## src/rtl/prbs_rx_pkg.sv

```systemverilog
package prbs_rx_pkg;

  // Longest history any pattern needs (PRBS-31).
  localparam int HIST_W = 31;

  // Per-pattern recurrence: next = h[tapA] ^ (useB & h[tapB]) ^ inv,
  // where h[k] is the bit k+1 positions back in time.
  typedef struct packed {
    logic [4:0] tapA;
    logic [4:0] tapB;
    logic       useB;
    logic       inv;
  } tapCfg_t;

  typedef enum logic [2:0] {
    PAT_PRBS7  = 3'd0,
    PAT_PRBS15 = 3'd1,
    PAT_PRBS23 = 3'd2,
    PAT_PRBS31 = 3'd3,
    PAT_CLK2   = 3'd4,
    PAT_CLK10  = 3'd5
  } patSel_e;

  // Strobes from control to datapath.
  typedef struct packed {
    logic freeRun;  // predict from own history instead of the line
    logic tally;    // add this word to the tallies
    logic clear;    // zero both tallies
  } ctrlStrobe_t;

  function automatic tapCfg_t tapsFor(input logic [2:0] sel);
    tapCfg_t c;
    case (sel)
      PAT_PRBS15: c = '{tapA: 5'd14, tapB: 5'd13, useB: 1'b1, inv: 1'b0};
      PAT_PRBS23: c = '{tapA: 5'd22, tapB: 5'd17, useB: 1'b1, inv: 1'b0};
      PAT_PRBS31: c = '{tapA: 5'd30, tapB: 5'd27, useB: 1'b1, inv: 1'b0};
      PAT_CLK2:   c = '{tapA: 5'd0,  tapB: 5'd0,  useB: 1'b0, inv: 1'b1};
      PAT_CLK10:  c = '{tapA: 5'd4,  tapB: 5'd0,  useB: 1'b0, inv: 1'b1};
      default:    c = '{tapA: 5'd6,  tapB: 5'd5,  useB: 1'b1, inv: 1'b0};
    endcase
    return c;
  endfunction

endpackage

```

## src/rtl/prbs_sat_acc.sv

```systemverilog
module prbs_sat_acc #(
  parameter int W     = 32,
  parameter int INC_W = 5
) (
  input  logic             clk,
  input  logic             rst,
  input  logic             clr,
  input  logic             add,
  input  logic [INC_W-1:0] inc,
  output logic [W-1:0]     count
);

  localparam int PAD_W = W + 1 - INC_W;

  logic [W:0] sum;

  always_comb sum = {1'b0, count} + {{PAD_W{1'b0}}, inc};

  always_ff @(posedge clk) begin
    if (rst || clr)
      count <= '0;
    else if (add)
      count <= sum[W] ? {W{1'b1}} : sum[W-1:0];
  end

  // a clear empties the tally on the next edge.
  p_clear_zero_r9: assert property (@(posedge clk) disable iff (rst)
    !$past(rst) && $past(clr) |-> count == '0);

  // without a clear the tally never moves down (no wrap).
  p_no_wrap_r8: assert property (@(posedge clk) disable iff (rst)
    !$past(rst) && !$past(clr) |-> count >= $past(count));

  // no add request, no change.
  p_idle_hold_r7: assert property (@(posedge clk) disable iff (rst)
    !$past(rst) && !$past(clr) && !$past(add) |-> $stable(count));

endmodule

```

## src/rtl/prbs_rx_datapath.sv

```systemverilog
module prbs_rx_datapath
  import prbs_rx_pkg::*;
#(
  parameter int DATA_W    = 16,
  parameter int BIT_CNT_W = 48,
  parameter int ERR_CNT_W = 32,
  parameter int ERR_W     = 5
) (
  input  logic                 clk,
  input  logic                 rst,
  input  logic [2:0]           patSel,
  input  logic                 polInv,
  input  logic                 validIn,
  input  logic [DATA_W-1:0]    rxData,
  input  ctrlStrobe_t          strobe,
  output logic [ERR_W-1:0]     wordErrs,
  output logic [BIT_CNT_W-1:0] bitCount,
  output logic [ERR_CNT_W-1:0] errCount
);

  tapCfg_t             cfg;
  logic [DATA_W-1:0]   rxPol;
  logic [DATA_W-1:0]   predWord;
  logic [DATA_W-1:0]   errVec;
  logic [HIST_W-1:0]   hist;
  logic [HIST_W-1:0]   histNext;
  logic [HIST_W-1:0]   walk;
  logic                nextBit;

  always_comb begin
    cfg   = tapsFor(patSel);
    rxPol = rxData ^ {DATA_W{polInv}};
  end

  // Bit-serial prediction unrolled across the word, earliest bit first.
  // Hunting: history advances with line bits (self-seeding).
  // Locked: history advances with predicted bits only.
  always_comb begin
    walk = hist;
    for (int i = DATA_W - 1; i >= 0; i--) begin
      nextBit     = walk[cfg.tapA] ^ (cfg.useB & walk[cfg.tapB]) ^ cfg.inv;
      predWord[i] = nextBit;
      walk        = {walk[HIST_W-2:0], strobe.freeRun ? nextBit : rxPol[i]};
    end
    histNext = walk;
  end

  always_ff @(posedge clk) begin
    if (rst)
      hist <= '0;
    else if (validIn)
      hist <= histNext;
  end

  always_comb begin
    errVec   = rxPol ^ predWord;
    wordErrs = '0;
    for (int i = 0; i < DATA_W; i++)
      wordErrs = wordErrs + ERR_W'(errVec[i]);
  end

  prbs_sat_acc #(.W(BIT_CNT_W), .INC_W(ERR_W)) bitAcc (
    .clk   (clk),
    .rst   (rst),
    .clr   (strobe.clear),
    .add   (strobe.tally),
    .inc   (ERR_W'(DATA_W)),
    .count (bitCount)
  );

  prbs_sat_acc #(.W(ERR_CNT_W), .INC_W(ERR_W)) errAcc (
    .clk   (clk),
    .rst   (rst),
    .clr   (strobe.clear),
    .add   (strobe.tally),
    .inc   (wordErrs),
    .count (errCount)
  );

  // the sequence history moves only on valid words.
  p_hist_hold_r7: assert property (@(posedge clk) disable iff (rst)
    !$past(rst) && !$past(validIn) |-> $stable(hist));

  // one word never adds more errors than it has bits.
  p_err_step_r6: assert property (@(posedge clk) disable iff (rst)
    !$past(rst) && !$past(strobe.clear) |-> 64'(errCount) <= 64'($past(errCount)) + DATA_W);

endmodule

```

## config.mk

```make
export PLATFORM = sky130hd
export DESIGN_NAME = prbs_rx_datapath
export DESIGN_NICKNAME = d
export VERILOG_FILES = /design/src/rtl/prbs_rx_pkg.sv /design/src/rtl/prbs_sat_acc.sv /design/src/rtl/prbs_rx_datapath.sv
export SDC_FILE = /design/constraint.sdc
export NUM_CORES = 1
export LEC_CHECK = 0
export BUFFER_PORTS_ARGS = -buffer_cell sky130_fd_sc_hd__buf_2
export CAP_MARGIN = 20
export CORE_MARGIN = 5
export CORE_UTILIZATION = 50
export DETAILED_ROUTE_END_ITERATION = 8
export PLACE_DENSITY = 0.69
export SKIP_CTS_REPAIR_TIMING = 1
export SLEW_MARGIN = 25
export SYNTH_ARGS = -nofsm -noshare
export SYNTH_HDL_FRONTEND = slang
export SYNTH_SLANG_ARGS = --single-unit
```

## constraint.sdc

```tcl
create_clock -name clk -period 14.9 [get_ports clk]
set_clock_uncertainty 0.1 [all_clocks]
set_input_delay 1.49 -clock clk [delete_from_list [all_inputs] [get_ports clk]]
set_output_delay 1.49 -clock clk [all_outputs]
set_load 0.1 [all_outputs]
```

=== Word level (Yosys, flattened, before mapping) ===
Cells that the tools add are included.

* Equality and inequality tests: 5
* Multiplexer cells: 83
* Add/subtract/negate cells: 17
* Reductions and logical operators: 1
* Bitwise logic cells: 50
* Magnitude comparators: 2

{| class="wikitable"
|+ Operators with widths
! kind !! number
|-
| $bmux 1 s5 || 32
|-
| $pmux 12 s5 || 1
|-
| $add 5x1->5 || 11
|-
| $add 48x5->49 const B || 1
|-
| $mux 1 || 48
|-
| $mux 48 || 1
|-
| $add 32x5->33 || 1
|-
| $mux 32 || 1
|-
| $xor 1x1->1 || 32
|-
| $xor 16x16->16 || 2
|-
| $and 1x1->1 || 16
|-
| $lt 5x6->1 const B || 2
|-
| $eq 3x2->1 const B || 2
|-
| $eq 3x3->1 const B || 2
|-
| $add 4x1->5 || 1
|-
| $add 3x1->4 || 1
|-
| $add 2x1->3 || 1
|-
| $eq 3x1->1 const B || 1
|-
| $add 1x1->2 || 1
|-
| $logic_or 1x1->1 || 1
|}

* Output and inout bits: 85
* Register bits: 111
* Word-level logic and storage cells: 161
* Bits of input ports: 26

=== Depth between registers and ports, before layout ===
* Depth after elaboration: 115
* Mapped depth: 55
* Depth with buffers taken out: 48

=== By module ===
A second synthesis with hierarchy kept.

* Cells, all modules: 1471
* Area total of the unflattened synthesis: 11248.3 µm²

{| class="wikitable"
|+ Modules (own cells, without submodules)
! module !! cells each !! area each (µm²) !! times used
|-
| prbs_rx_datapath || 984 || 7074.3 || 1
|-
| prbs_sat_acc at bitAcc || 289 || 2446.1 || 1
|-
| prbs_sat_acc at errAcc || 198 || 1727.9 || 1
|}

=== Least setup slack after synthesis ===
Ideal clock, no wire load.

* Kind: input port to flip-flop
* Start: in patSel[1]
* End: reg errAcc.count[30]
* Required time: 14730 ps
* Path buffers: 4
* Arrival: 14050 ps
* Path slack: 679 ps
* Stages on the path: 51
* Cell sequence: buf_4 > buf_2 > inv_1 > ha_1 > buf_4 > and4bb_1 > buf_4 > mux4_2 > a211o_1 > a21oi_1 > and2_4 > mux2_4 > o31a_1 > a21oi_2 > a21oi_2 > a221o_1 > a211o_1 > and3_1 > [15 not listed] > ha_1 > fa_1 > xor2_1 > ha_1 > a21o_1 > a21oi_1 > nor2b_1 > o21ai_0 > inv_1 > nand2_1 > nor2_1 > nand2_1 > nor2_1 > and2_1 > nand4_1 > nor2_1 > xnor2_1 > a21oi_1

* Cells in the longest elaborated chain, start to end: 115
* Elaborated cells between the ends (all ways): 151
* Classes of those cells: add/sub: 16; eq/ne: 5; mux: 81; bitwise: 49

{| class="wikitable"
|+ RTL lines
! item !! line !! text
|-
| start: declaration || prbs_rx_datapath.sv:11 || <nowiki>input logic [2:0] patSel,</nowiki>
|-
| $eq 3x3->1 (tied with other cells) || prbs_rx_pkg.sv:33 || <nowiki>case (sel)</nowiki>
|-
| $pmux 12 s5 * || prbs_rx_pkg.sv:33 ||
|-
| $bmux 1 s5 || prbs_rx_datapath.sv:41 || <nowiki>nextBit = walk[cfg.tapA] ^ (cfg.useB & walk[cfg.tapB]) ^ cfg.inv;</nowiki>
|-
| $mux 1 (not written as such) || prbs_rx_datapath.sv:41 ||
|-
| $and 1x1->1 || prbs_rx_datapath.sv:41 ||
|-
| $xor 1x1->1 (2 in a row) || prbs_rx_datapath.sv:41 ||
|-
| $mux 1 || prbs_rx_datapath.sv:43 || <nowiki>walk = {walk[HIST_W-2:0], strobe.freeRun ? nextBit : rxPol[i]};</nowiki>
|-
| $bmux 1 s5 || prbs_rx_datapath.sv:41 ||
|-
| [90 not listed] || -- ||
|-
| $add 2x1->3 || prbs_rx_datapath.sv:59 || <nowiki>wordErrs = wordErrs + ERR_W'(errVec[i]);</nowiki>
|-
| $add 3x1->4 || prbs_rx_datapath.sv:59 ||
|-
| $add 4x1->5 || prbs_rx_datapath.sv:59 ||
|-
| $add 5x1->5 (10 in a row) || prbs_rx_datapath.sv:59 ||
|-
| $add 5x1->5 * || prbs_rx_datapath.sv:59 ||
|-
| named net wordErrs[2] || prbs_rx_datapath.sv:16 || <nowiki>output logic [ERR_W-1:0] wordErrs,</nowiki>
|-
| $add 32x5->33 * || prbs_sat_acc.sv:17 || <nowiki>always_comb sum = {1'b0, count} + {{PAD_W{1'b0}}, inc};</nowiki>
|-
| $mux 32 * || prbs_sat_acc.sv:23 || <nowiki>count <= sum[W] ? {W{1'b1}} : sum[W-1:0];</nowiki>
|-
| end signal: assignment || prbs_sat_acc.sv:23 ||
|-
| end: declaration || prbs_sat_acc.sv:10 || <nowiki>output logic [W-1:0] count</nowiki>
|}

Mark *: on every way through the listed nets, which the timed path passes. The rest lies on a longest branch. The select of a mux whose other input is x is not followed.
A chain may end at the register's enable or synchronous reset.

=== Worst setup path in the final report ===
* Start: in patSel[1]
* End: out wordErrs[4]

* Cells in the longest elaborated chain, start to end: 113
* Elaborated cells between the ends (all ways): 149
* Classes of those cells: add/sub: 15; eq/ne: 5; mux: 80; bitwise: 49

{| class="wikitable"
|+ RTL lines
! item !! line !! text
|-
| $eq 3x3->1 (tied with other cells) || prbs_rx_pkg.sv:33 ||
|-
| $pmux 12 s5 * || prbs_rx_pkg.sv:33 ||
|-
| $bmux 1 s5 || prbs_rx_datapath.sv:41 ||
|-
| $mux 1 (not written as such) || prbs_rx_datapath.sv:41 ||
|-
| $and 1x1->1 || prbs_rx_datapath.sv:41 ||
|-
| $xor 1x1->1 (2 in a row) || prbs_rx_datapath.sv:41 ||
|-
| $mux 1 || prbs_rx_datapath.sv:43 ||
|-
| $bmux 1 s5 || prbs_rx_datapath.sv:41 ||
|-
| [86 not listed] || -- ||
|-
| $xor 1x1->1 (2 in a row) || prbs_rx_datapath.sv:41 ||
|-
| $xor 16x16->16 * || prbs_rx_datapath.sv:56 || <nowiki>errVec = rxPol ^ predWord;</nowiki>
|-
| $add 1x1->2 || prbs_rx_datapath.sv:59 ||
|-
| $add 2x1->3 || prbs_rx_datapath.sv:59 ||
|-
| $add 3x1->4 || prbs_rx_datapath.sv:59 ||
|-
| $add 4x1->5 || prbs_rx_datapath.sv:59 ||
|-
| $add 5x1->5 (10 in a row) || prbs_rx_datapath.sv:59 ||
|-
| $add 5x1->5 * || prbs_rx_datapath.sv:59 ||
|-
| end: declaration || prbs_rx_datapath.sv:16 ||
|}

Every way passes the cells marked *; elsewhere a longest branch is shown, timed or not. The select of a mux whose other input is x is not followed.

==> flow_summary.yaml <==
cells_and_area:
  drive_above_1_share_pct: 18.3
  syn2layout_area_growth_pct: 11.5
  nets: 1557
  num_antenna_cells: 0
critical_path:
  critPathMaxStageDelay_ps: 550
  cp_num_buf_inv: 7
  slowest_stage: "fa_1"
  cp_common_cell: "fa_1"
  worst_r2r_path_depth: 45
  crit_type: "in2out"
  path_depth: 38
  critPathCaptureType: "output port"
  path_delay_family: "compound AO/OA/AOI/OAI gates"
  cp.arrival_ps: 12310
  required_ps: 13310
  critPathMaxFanout: 21
  start_kind: "primary input"
run:
  drv_cap: 0
timing:
  period_needed_ps: 13900
  setup_slack_ps: 1000
  slew_viol_final: 0
  max_freq_mhz: 72.0
  setup_violations: 0
  worstMarginPinSlew_ps: 926
  timing.hold.ws_ps: 387
  maxSlewHeadroom_pct: 37.6
  hold_viol_final: 0
  rsz0062_at_grt: "false"
  fin_crit_sh_pct: 93.3
  timing.setup.tns_ps: 0
placed_design:
  port_buffers: 110
  place_ws_ps: 978
  gp_congestion: 1.07
  dpl.hpwl_um: 33400
yosys:
  synth_compound_area_share_pct: 25.9
  synthAdderAreaFrac_pct: 3.47
  ys_warn_count: 0
  synth-seq-area-share_pct: 19.6
  synthFlopType: "dfxtp_1"
  post_synth_most_frequent_cells: "nand2_1, nor2_1, a21oi_1"
  avgSynthCellArea_um2: 7.74
  yosys.area.top_type: "dfxtp_1"
  synth_largest_type_area_fraction_pct: 19.6
  synthesis.nets: 1478
  synth_top_family_by_area: "compound AO/OA/AOI/OAI gates"
  synth_area_leaders: "dfxtp_1, a21oi_1, mux2i_1"
  muxShareOfSynthArea_pct: 12.3
  async_flop_share_pct: 0
  synthXorXnorAreaFrac_pct: 9.66
  yosysMostFrequentCell: "nand2_1"
  syn_area_mm2: 0.0110
  synthCells: 1428
  yosys.area_share.simple_pct: 23.9
  synth_edf_count: 0
  ys_ff_latch: 108
  synth_cell_types: 113
cts:
  cts.clk_slew.worst_paths_ps: 60
  cts_sinks: 108
  clk_latency_ps: 350
  clockRootBuffer: "clkbuf_16"
  ctsHtreeMaxLevel: 3
  cts_tree: "built"
  clockBufferDepth: 2
  cts_buffers: 9
hold_path:
  hp-class: "reg2reg"
  whs_path_depth: 2
routing:
  drt_first_pass_iters: 6
  wire_per_inst_um: 24.5
  viasPerCell: 6.68
  antenna_left: 0
  wirelength_um: 43800
  drt_iter0_markers: 1770
  drc: 0
  vias: 12000
global_route:
  antenna_found_initial: 0
  grt_max_degree: 73
  track_usage_pct: 34.3
  overflow: 0
  grt_pass1_vias: 11000
  grt_pass1_wl_um: 66800
die:
  std_cell_rows: 54
  fp.dieW_um: 159
  die-area_mm2: 0.0252
  core_area_mm2: 0.0218
  die_h_um: 159
  io_pins: 111
  start_util_pct: 50.6
status:
  run_status: "finished clean"
[cells by family (layout without fill, tap and decap cells)]
family,Yosys count,in the layout
simple gates,531,531
compound gates,412,412
buf+inv,128,211
xor+xnor,121,121
flops,108,108
mux,104,104
fa+ha+maj,24,24
[metrics by stage]
step           std cells  cell area (um^2)  utilization [%]
2_1_floorplan       1428             11000                -
3_5_place_dp        1776             12000             55.0
4_1_cts             1791             12300             56.4
5_1_grt             1791             12300             56.4
6_report            1791             12300             56.4
3_3_place_gp        1776             12000             55.0
[final timing paths]
path / start / end / slack [ps]
hold reg to reg: bitAcc.count[2]$_SDFFE_PP0P_ / bitAcc.count[2]$_SDFFE_PP0P_ / 390
setup reg to reg: hist[8]$_SDFFE_PP0P_ / errAcc.count[30]$_SDFFE_PP0P_ / 2850
hold / removal: bitAcc.count[2]$_SDFFE_PP0P_ / bitAcc.count[2]$_SDFFE_PP0P_ / 390
setup / recovery: patSel[1] / wordErrs[4] / 1000
[per-layer routing]
layer | track usage [%] | wire, um
met1 | 47.7 | 17900
met2 | 50.6 | 18600
met3 | 10.8 | 5480
met4 | 11.3 | 1900
met5 | 0 | 0
[final cells by class]
type | count | area, um^2
Clock buffer | 11 | 233
Clock inverter | 4 | 75.1
Sequential cell | 108 | 2160
Timing Repair Buffer | 173 | 1080
Tap cell | 280 | 350
Fill cell | 2077 | 9510
Inverter | 23 | 86.3
Multi-Input combinational cell | 1192 | 8330
[flip-flops by register name (all words and copies together), names as in the netlist]
register      flops
errAcc.count     32
hist             31
bitAcc.count     45
[worst register-to-register path, delay by kind of cell (launching register included)]
family,cells,cell delay [ps]
xor+xnor,4,770
buf+inv,2,120
flops,1,470
compound gates,16,4080
simple gates,13,2420
mux,3,750
fa+ha+maj,7,3220
[placed cells by master, fill, tap and decap left out, types with 19 or more instances in the layout]
cell type and count:
mux2i_1 64, o21ai_0 54, nor3_1 22, and2_1 21, a21oi_1 149, mux4_2 23
a31oi_1 19, a211oi_1 21, nand4_1 23, and3_1 26, dfxtp_1 108, buf_4 62
nor2_1 149, inv_1 21, nand3_1 49, xor2_1 58, buf_2 107, nand2_1 151
xnor2_1 62
Power is left out: the tool's default activity adds up to more than one toggle a clock period on the data nets, which glitch-free logic cannot reach.
